`src/rtl/comb_pkg.sv`:
```
package comb_pkg;
  typedef enum logic [1:0] {
    ST_IDLE = 2'd0,
    ST_RUN  = 2'd1,
    ST_DONE = 2'd2
  } gen_state_e;
endpackage

```
`src/rtl/comb_cfg_check.sv`:
```
module comb_cfg_check #(
  parameter int MAX_N = 16,
  parameter int CNT_W = $clog2(MAX_N + 1)
) (
  input  logic [CNT_W-1:0] n_i,
  input  logic [CNT_W-1:0] k_i,
  output logic             ok_o
);
  logic k_nz, k_fits, n_fits, both_even;

  assign k_nz      = (k_i != '0);
  assign k_fits    = (k_i <= n_i);
  assign n_fits    = (32'(n_i) <= MAX_N);
  assign both_even = !n_i[0] && !k_i[0];
  assign ok_o      = k_nz && k_fits && n_fits && both_even;
endmodule

```
`src/rtl/comb_succ.sv`:
```
module comb_succ #(
  parameter int MAX_N = 16,
  parameter int IDX_W = $clog2(MAX_N),
  parameter int CNT_W = $clog2(MAX_N + 1)
) (
  input  logic [MAX_N*IDX_W-1:0] cur_i,
  input  logic [CNT_W-1:0]       n_i,
  input  logic [CNT_W-1:0]       k_i,
  output logic [MAX_N*IDX_W-1:0] nxt_o,
  output logic                   is_last_o
);
  localparam int PW = CNT_W + 1;

  logic [PW-1:0]    n_w, k_w, span;
  logic [MAX_N-1:0] can_inc;
  logic [IDX_W-1:0] piv;
  logic             found;
  logic [PW-1:0]    base;

  assign n_w  = PW'(n_i);
  assign k_w  = PW'(k_i);
  assign span = n_w - k_w;

  // per-slot headroom: slot i may still grow while below n-k+i
  for (genvar i = 0; i < MAX_N; i++) begin : g_cmp
    assign can_inc[i] = (CNT_W'(i) < k_i) &&
                        (PW'(cur_i[i*IDX_W +: IDX_W]) < span + PW'(i));
  end

  // highest slot with headroom wins
  always_comb begin
    piv   = '0;
    found = 1'b0;
    for (int i = 0; i < MAX_N; i++) begin
      if (can_inc[i]) begin
        piv   = IDX_W'(i);
        found = 1'b1;
      end
    end
  end

  assign base = PW'(cur_i[piv*IDX_W +: IDX_W]) + PW'(1);

  for (genvar j = 0; j < MAX_N; j++) begin : g_fill
    logic [PW-1:0] refill;
    assign refill = base + PW'(j) - PW'(piv);
    always_comb begin
      if (CNT_W'(j) >= k_i)
        nxt_o[j*IDX_W +: IDX_W] = '0;
      else if (found && (IDX_W'(j) >= piv))
        nxt_o[j*IDX_W +: IDX_W] = IDX_W'(refill);
      else
        nxt_o[j*IDX_W +: IDX_W] = cur_i[j*IDX_W +: IDX_W];
    end
  end

  assign is_last_o = (PW'(cur_i[IDX_W-1:0]) == span);
endmodule

```
`src/rtl/comb_gen.sv`:
```
module comb_gen
  import comb_pkg::*;
#(
  parameter int MAX_N = 16,
  parameter int IDX_W = $clog2(MAX_N),
  parameter int CNT_W = $clog2(MAX_N + 1)
) (
  input  logic                   clk_i,
  input  logic                   rst_ni,
  input  logic                   start_i,
  input  logic [CNT_W-1:0]       n_i,
  input  logic [CNT_W-1:0]       k_i,
  input  logic                   ready_i,
  output logic                   valid_o,
  output logic                   last_o,
  output logic                   done_o,
  output logic                   err_o,
  output logic [MAX_N-1:0]       mask_o,
  output logic [MAX_N*IDX_W-1:0] comb_o
);
  gen_state_e             state_q;
  logic [CNT_W-1:0]       n_q, k_q;
  logic [MAX_N*IDX_W-1:0] comb_q, nxt, init;
  logic                   err_q, cfg_ok, is_last, can_start;

  comb_cfg_check #(.MAX_N(MAX_N), .CNT_W(CNT_W)) u_cfg (
    .n_i (n_i),
    .k_i (k_i),
    .ok_o(cfg_ok)
  );

  comb_succ #(.MAX_N(MAX_N), .IDX_W(IDX_W), .CNT_W(CNT_W)) u_succ (
    .cur_i    (comb_q),
    .n_i      (n_q),
    .k_i      (k_q),
    .nxt_o    (nxt),
    .is_last_o(is_last)
  );

  for (genvar j = 0; j < MAX_N; j++) begin : g_init
    assign init[j*IDX_W +: IDX_W] = (CNT_W'(j) < k_i) ? IDX_W'(j) : '0;
    assign mask_o[j]              = (CNT_W'(j) < k_q);
  end

  assign can_start = start_i && (state_q != ST_RUN);

  always_ff @(posedge clk_i or negedge rst_ni) begin
    if (!rst_ni) begin
      state_q <= ST_IDLE;
      n_q     <= '0;
      k_q     <= '0;
      comb_q  <= '0;
      err_q   <= 1'b0;
    end else begin
      err_q <= 1'b0;
      if (can_start) begin
        if (cfg_ok) begin
          n_q     <= n_i;
          k_q     <= k_i;
          comb_q  <= init;
          state_q <= ST_RUN;
        end else begin
          err_q   <= 1'b1;
          state_q <= ST_IDLE;
        end
      end else if (state_q == ST_RUN && ready_i) begin
        if (is_last) state_q <= ST_DONE;
        else         comb_q  <= nxt;
      end
    end
  end

  assign valid_o = (state_q == ST_RUN);
  assign done_o  = (state_q == ST_DONE);
  assign last_o  = valid_o && is_last;
  assign err_o   = err_q;
  assign comb_o  = comb_q;


  stall_hold_chk: assert property (@(posedge clk_i) disable iff (!rst_ni)
    (valid_o && !ready_i) |=> (valid_o && $stable(comb_o) && $stable(mask_o) && $stable(last_o)));


  last_to_done_chk: assert property (@(posedge clk_i) disable iff (!rst_ni)
    (valid_o && ready_i && last_o) |=> (done_o && !valid_o));


  done_hold_chk: assert property (@(posedge clk_i) disable iff (!rst_ni)
    (done_o && !start_i) |=> (done_o && $stable(comb_o)));


  err_cause_chk: assert property (@(posedge clk_i) disable iff (!rst_ni)
    err_o |-> ($past(start_i) && !valid_o));


  no_gap_chk: assert property (@(posedge clk_i) disable iff (!rst_ni)
    (valid_o && ready_i && !last_o) |=> valid_o);

  for (genvar j = 0; j < MAX_N; j++) begin : g_slot_chk

    idle_slot_zero_chk: assert property (@(posedge clk_i) disable iff (!rst_ni)
      (valid_o && !mask_o[j]) |-> (comb_o[j*IDX_W +: IDX_W] == '0));
    if (j + 1 < MAX_N) begin : g_ord

      ascending_chk: assert property (@(posedge clk_i) disable iff (!rst_ni)
        (valid_o && mask_o[j+1]) |->
        (comb_o[j*IDX_W +: IDX_W] < comb_o[(j+1)*IDX_W +: IDX_W]));
    end
  end
endmodule

```
`config.mk`:
```
export PLATFORM = sky130hd
export DESIGN_NAME = comb_gen
export DESIGN_NICKNAME = d
export VERILOG_FILES = /design/src/rtl/comb_pkg.sv /design/src/rtl/comb_cfg_check.sv /design/src/rtl/comb_succ.sv /design/src/rtl/comb_gen.sv
export SDC_FILE = /design/constraint.sdc
export NUM_CORES = 1
export LEC_CHECK = 0
export ABC_CLOCK_PERIOD_IN_PS = 17110
export BUFFER_PORTS_ARGS = -buffer_cell sky130_fd_sc_hd__buf_2
export CORE_UTILIZATION = 50
export CTS_CLUSTER_DIAMETER = 40
export DETAILED_ROUTE_END_ITERATION = 8
export PLACE_DENSITY_LB_ADDON = 0.25
export SLEW_MARGIN = 25
export SYNTH_ARGS = -nofsm -noshare
export SYNTH_HDL_FRONTEND = slang
export SYNTH_SLANG_ARGS = --single-unit
```
`constraint.sdc`:
```
create_clock -name clk_i -period 17.11 [get_ports clk_i]
set_input_delay 0.8555 -clock clk_i [delete_from_list [all_inputs] [get_ports clk_i]]
set_output_delay 0.8555 -clock clk_i [all_outputs]
set_load 0.03 [all_outputs]
```
---- Word-level counts from Yosys, hierarchy flattened ----
Cells that the tools add are included.
Widths: inputs -> output; s select.
operators by class
  add/subtract/negate cells ............... 48
  $mul .................................... 0
  div/mod/pow operators ................... 0
  order comparisons ....................... 81
  equality and inequality tests ........... 6
  shift operators ......................... 1
  mux-type cells .......................... 88
  bitwise operators ....................... 0
  reductions and logical operators ........ 78
operators by type and width
  operator             count
  $mux 64              4
  $mux 4               48
  $lt 4x6->1           16
  $lt 4x5->1 const A   16
  $reduce_and 4->1     16
  $shiftx 64x7->4      1
  $sub 4x4->4          16
  $add 6x4->6 const B  8
  $reduce_bool 3->1    16
  $ge 4x5->1 const A   8
  $lt 3x5->1 const A   8
  $logic_and 1x1->1    39
  $add 4x4->4 const B  8
  $ge 4x4->1 const A   8
  $add 6x3->6 const B  4
  $mux 3               8
  $mux 1               21
  $ge 3x5->1 const A   4
  $lt 2x5->1 const A   4
  $add 4x3->4 const B  4
  $ge 3x4->1 const A   4
  $lt 1x5->1 const A   3
  $mux 2               7
  $add 6x2->6 const B  2
  other kinds (19)     29
word-level totals
  flip-flop bits (word level) ............. 77
  latch bits .............................. 0
  bits in writable memories ............... 0
  memory bits (read-only) ................. 0
  output and inout bits ................... 84
  memories kept ........................... 0

---- Longest topological paths before layout ----
  word-level depth ........................ 28
  mapped depth ............................ 35
  mapped depth without buffers ............ 33

---- Hierarchy ----
A second synthesis with hierarchy kept.
unflattened totals
  cell total of the unflattened synthesis .. 1079
  area total of the unflattened synthesis .. 9157.5 um^2
by module, submodules not included
  module          instances  cells each  area an instance (um^2)  seq. area each (um^2)
  comb_succ       1          740         5358.9                   0.0
  comb_gen        1          315         3632.2                   1926.8
  comb_cfg_check  1          24          166.4                    0.0

---- Worst setup path after synthesis ----
OpenSTA, ideal clock, no wires.
  path type ............................... flip-flop to flip-flop
  from .................................... reg k_q[1]
  to ...................................... reg comb_q[26], in the netlist comb_o[26]
  arrival time ............................ 6.926 ns
  slack ................................... 10.059 ns
  stages on the path, launching flop included .. 32
  clock period less this slack ............ 7.051 ns
  cells stage by stage .................... dfrtp_1 clkbuf_1 inv_1 fa_1 xor2_2 inv_1 ha_1 nor2b_1 nand2b_1 xnor2_1 inv_1 ha_1 o21ai_0 o21bai_1 o211ai_1 nand2_1 nand3_1 o21ai_0 nor2_2 inv_2 mux2_1 o2111ai_2 inv_1 ha_1 xnor2_1 inv_1 ha_1 inv_1 fa_1 inv_1 o21ai_0 mux2_2
between the ends
  longest elaborated chain between the ends .. 28
  elaborated cells on any way between the ends .. 111
  those cells by class .................... add/sub: 19; order compare: 34; eq/ne: 2; shift: 1; mux: 36; reduce/logical: 19
ends and longest elaborated chain
  what                      line             text
  start: declaration        comb_gen.sv:22   logic [CNT_W-1:0] n_q, k_q;
  start signal: assignment  comb_gen.sv:59   k_q <= k_i;
  $sub 5x5->6               comb_succ.sv:22  assign span = n_w - k_w;
  $add 6x1->6               comb_succ.sv:27  (PW'(cur_i[i*IDX_W +: IDX_W]) < span + PW'(i));
  $lt 4x6->1                comb_succ.sv:27
  $logic_and 1x1->1         comb_succ.sv:26  assign can_inc[i] = (CNT_W'(i) < k_i) &&
  $mux 1                    comb_succ.sv:35  if (can_inc[i]) begin
  $mux 2 (2 in series)      comb_succ.sv:35
  $mux 3 (4 in series)      comb_succ.sv:35
  $mux 4 (8 in series)      comb_succ.sv:35
  $shiftx 64x7->4           comb_succ.sv:42  assign base = PW'(cur_i[piv*IDX_W +: IDX_W]) + PW'(1);
  $add 4x1->4               comb_succ.sv:42
  $add 4x3->4               comb_succ.sv:46  assign refill = base + PW'(j) - PW'(piv);
  $sub 4x4->4               comb_succ.sv:46
  $mux 4                    comb_succ.sv:50  else if (found && (IDX_W'(j) >= piv))
  $mux 4                    comb_succ.sv:48  if (CNT_W'(j) >= k_i)
  $mux 64                   comb_gen.sv:67   if (is_last) state_q <= ST_DONE;
  $mux 64                   comb_gen.sv:66   end else if (state_q == ST_RUN && ready_i) begin
  $mux 64                   comb_gen.sv:56   if (can_start) begin
  end signal: assignment    comb_gen.sv:60   comb_q <= init;
  end signal: assignment    comb_gen.sv:68   else comb_q <= nxt;
  end: declaration          comb_gen.sv:23   logic [MAX_N*IDX_W-1:0] comb_q, nxt, init;
Several ways; a longest one is shown, not always the timed one. The select of a mux whose other input is x is not followed.
A chain may end at the register's enable or synchronous reset.

---- Worst setup path in the final report ----
  from .................................... reg k_q[0]
  to ...................................... reg comb_q[26], in the netlist comb_o[26]
Same word-level chain as after synthesis.

==> key figures <==
Detailed routing
  – Vias per std cell: 6.49
  – Iteration-0 DRC Markers: 1000
  – Antenna-violating nets left: 0
  – Routed wire length: 30000 µm
  – Average wire length per cell after detail routing: 24.2 µm
  – Vias: ~8.1k
  – Post-route DRC: 0
  – Router iterations before antenna repair: 7

Worst setup path
  – Worst path depth: 29
  – Largest delay contributor family on the critical path: adder cells
  – Largest stage delay on the critical path: 950 ps
  – Biggest fanout along the worst timing path: 22
  – Endpoint class of the critical path: register
  – Bufs and invs on worst path: 7
  – Data arrival time at the worst-slack endpoint: 9100 ps
  – Data required time at the worst endpoint: 17360 ps
  – Startpoint class of the critical path: register
  – Crit Path Category: reg2reg
  – Critical Path Slowest Stage Cell: sky130_fd_sc_hd__fa_1
  – Cell depth of the worst flop-to-flop path: 29

Floorplanning
  – Die area: 0.0165 mm²
  – Total number of placement rows: 45
  – Chip width: 128 µm
  – Die outline height: 128 µm
  – Placeable Area: 0.0154 mm²
  – Starting density of the core: 0.519
  – Boundary pin count: 98

Clock tree
  – Clock tree root buffer cell: sky130_fd_sc_hd__clkbuf_16
  – Clock buffer depth: 2
  – Clock-pin transition on the worst setup and hold timing paths: about 70 ps
  – Worst skew pair latency: approximately 370 ps
  – Clk sink count: 77
  – Buffers inserted by post-CTS timing repair: 0
  – TritonCTS buffer count: 9
  – Post-cts hold buffer count: 0
  – CTS tree: done
  – Post-cts repair resize count: 0
  – Max H-tree Level: 3

Timing
  – Setup tns final: 0 ps
  – Hold WS: 522 ps
  – Post-route fraction of the period consumed by the critical path: 0.518
  – Final Skew: between 8 and 9 ps
  – RSZ-0062 raised after global routing: false
  – Remaining max-slew budget at the tightest pin: 0.197
  – Number of setup violations in the final report: 0
  – Pin slew with the least headroom to its limit: 1190 ps
  – Max-slew violation count: 0
  – Maximum operating frequency: 113 MHz
  – Final Critical Period: around 8900 ps
  – Endpoints failing hold: 0

Min path
  – Min-Delay Path Class: in2async

Synthesis
  – Post-Synthesis Mean Instance Area: 8.47 µm²
  – Count of flip-flops with a built-in enable after synthesis: 0
  – Top cells by area, synth: sky130_fd_sc_hd__dfrtp_1 24%, sky130_fd_sc_hd__ha_1 13%, sky130_fd_sc_hd__a21oi_1 4.9%
  – Number of synthesized register bits: 77
  – Area share of the leading cell type in the synthesized netlist: 0.242
  – Leading register cell type out of synthesis: sky130_fd_sc_hd__dfrtp_1
  – Part of the Yosys area used for sequential elements: 0.242
  – Share of flip-flops with an asynchronous set or reset: 1.00
  – Count of warnings emitted by yosys: 0
  – Gate count of the mapped netlist: between 900 and 1k
  – Post-synth design cell area: 0.00798 mm²
  – Nets in the synthesized netlist: 1053
  – Library cell with the largest summed area after synthesis: sky130_fd_sc_hd__dfrtp_1
  – Cell variety after synth: 89

Job
  – Number of maximum-capacitance violations: 0

Global route
  – Global-route wire length before repair: 45300 µm
  – Antenna violations before repair: 0
  – Overflow left after global routing: 0
  – Largest net degree at the start of global routing: 78
  – Vias in the first global route: 7336
  – GRT Total Usage: 0.378

Cells and area
  – Most frequent standard cell in the layout excluding fill and tap cells: sky130_fd_sc_hd__nor2_1
  – Number of nets at the end of the flow: 1136
  – Layout overhead on the synthesized area: 11.9%
  – Share of final-layout standard cells stronger than drive strength 1: 0.161
  – Commonest cells after routing, fill and taps aside: 97 x sky130_fd_sc_hd__nor2_1, 96 x sky130_fd_sc_hd__buf_2, 85 x sky130_fd_sc_hd__ha_1
  – Diode insertion count for antenna repair: 0

Run status
  – Result of the run: finished, final reports clean

Placement
  – Post-detailed-placement half-perimeter wirelength: around 23000 µm
  – Count of input and output buffers: 97
  – Placer congestion estimate: 1.02
-- stage by stage --
step / setup WS, ps / utilization / cells / instance area, µm²
2_1_floorplan: 10060 / - / 942 / 7980
3_3_place_gp: 8680 / 0.560 / 1225 / 8610
3_5_place_dp: 8570 / 0.560 / 1225 / 8610
4_1_cts: 8500 / 0.580 / 1241 / 8920
5_1_grt: 7810 / 0.580 / 1241 / 8920
6_report: 8250 / 0.580 / 1241 / 8920
-- final timing paths --
kind | to | start | slack, ps
setup / recovery | comb_o[26] | k_q[0] | 8250
hold / removal | comb_o[10] | rst_ni | 520
setup reg to reg | comb_o[26] | k_q[0] | 8250
hold reg to reg | n_q[3] | n_q[3] | 530
max in group asynchronous | comb_o[53] | rst_ni | 16080
min in group clk_i | n_q[3] | n_q[3] | 530
-- synth_stat cells (6+ instances only) --
cell type,count
sky130_fd_sc_hd__nor2_1,97
sky130_fd_sc_hd__ha_1,85
sky130_fd_sc_hd__a21oi_1,78
sky130_fd_sc_hd__dfrtp_1,77
sky130_fd_sc_hd__nand2_1,73
sky130_fd_sc_hd__o21ai_0,71
sky130_fd_sc_hd__inv_1,69
sky130_fd_sc_hd__nand3_1,27
sky130_fd_sc_hd__mux2i_1,24
sky130_fd_sc_hd__xnor2_1,23
sky130_fd_sc_hd__clkbuf_1,19
sky130_fd_sc_hd__nor2b_1,17
sky130_fd_sc_hd__mux2_2,14
sky130_fd_sc_hd__nor3_1,14
sky130_fd_sc_hd__a211oi_1,13
sky130_fd_sc_hd__a31oi_1,13
sky130_fd_sc_hd__nand2b_1,13
sky130_fd_sc_hd__xor2_1,13
sky130_fd_sc_hd__fa_1,12
sky130_fd_sc_hd__o21a_1,12
sky130_fd_sc_hd__nand4_1,11
sky130_fd_sc_hd__o31ai_1,10
sky130_fd_sc_hd__o211ai_1,9
sky130_fd_sc_hd__xnor3_1,8
sky130_fd_sc_hd__a21o_1,6
sky130_fd_sc_hd__and2_1,6
-- flip-flops by register name (all words and copies together) (netlist names) --
register,cells
state_q,2
k_q,5
n_q,5
comb_o,64
err_o,1
-- metal layers --
metal,vias up,part of all wire,track usage
met4,0,0.049,0.185
li1,3567,-,-
met3,98,0.11,0.0935
met5,-,0,0
met2,536,0.42,0.548
met1,3857,0.41,0.524
-- worst register-to-register path, delay by kind of cell, from the launching register on --
| kind | cells | cell delay [ps] |
|---|---|---|
| DFF | 1 | 480 |
| muxes | 2 | 450 |
| and+or+nand+nor | 4 | 1380 |
| xor gates and xnor gates | 2 | 330 |
| AOI/OAI and AO/OA | 7 | 1330 |
| adders and majority gates | 7 | 3160 |
| buffers and inverters | 7 | 1610 |
-- cells by family after synthesis --
kind of cell               synth area share
AOI/OAI and AO/OA                     0.240
muxes                                0.0513
and+or+nand+nor                       0.175
buffers and inverters                0.0535
xor gates and xnor gates             0.0744
adders and majority gates             0.163
DFF                                   0.242
-- final cells by class --
type / count / area, µm²
clock buffers: 10 / 239
clock inverters: 6 / 70.1
fillers: 1423 / 6450
inverters: 72 / 270
multi-input cells: 763 / 5620
flip-flops and latches: 77 / 1930
well taps: 211 / 264
repair buffers: 102 / 529
Power is not shown: default switching activity piles up to over one toggle a cycle in this logic, so the estimate is an artifact.
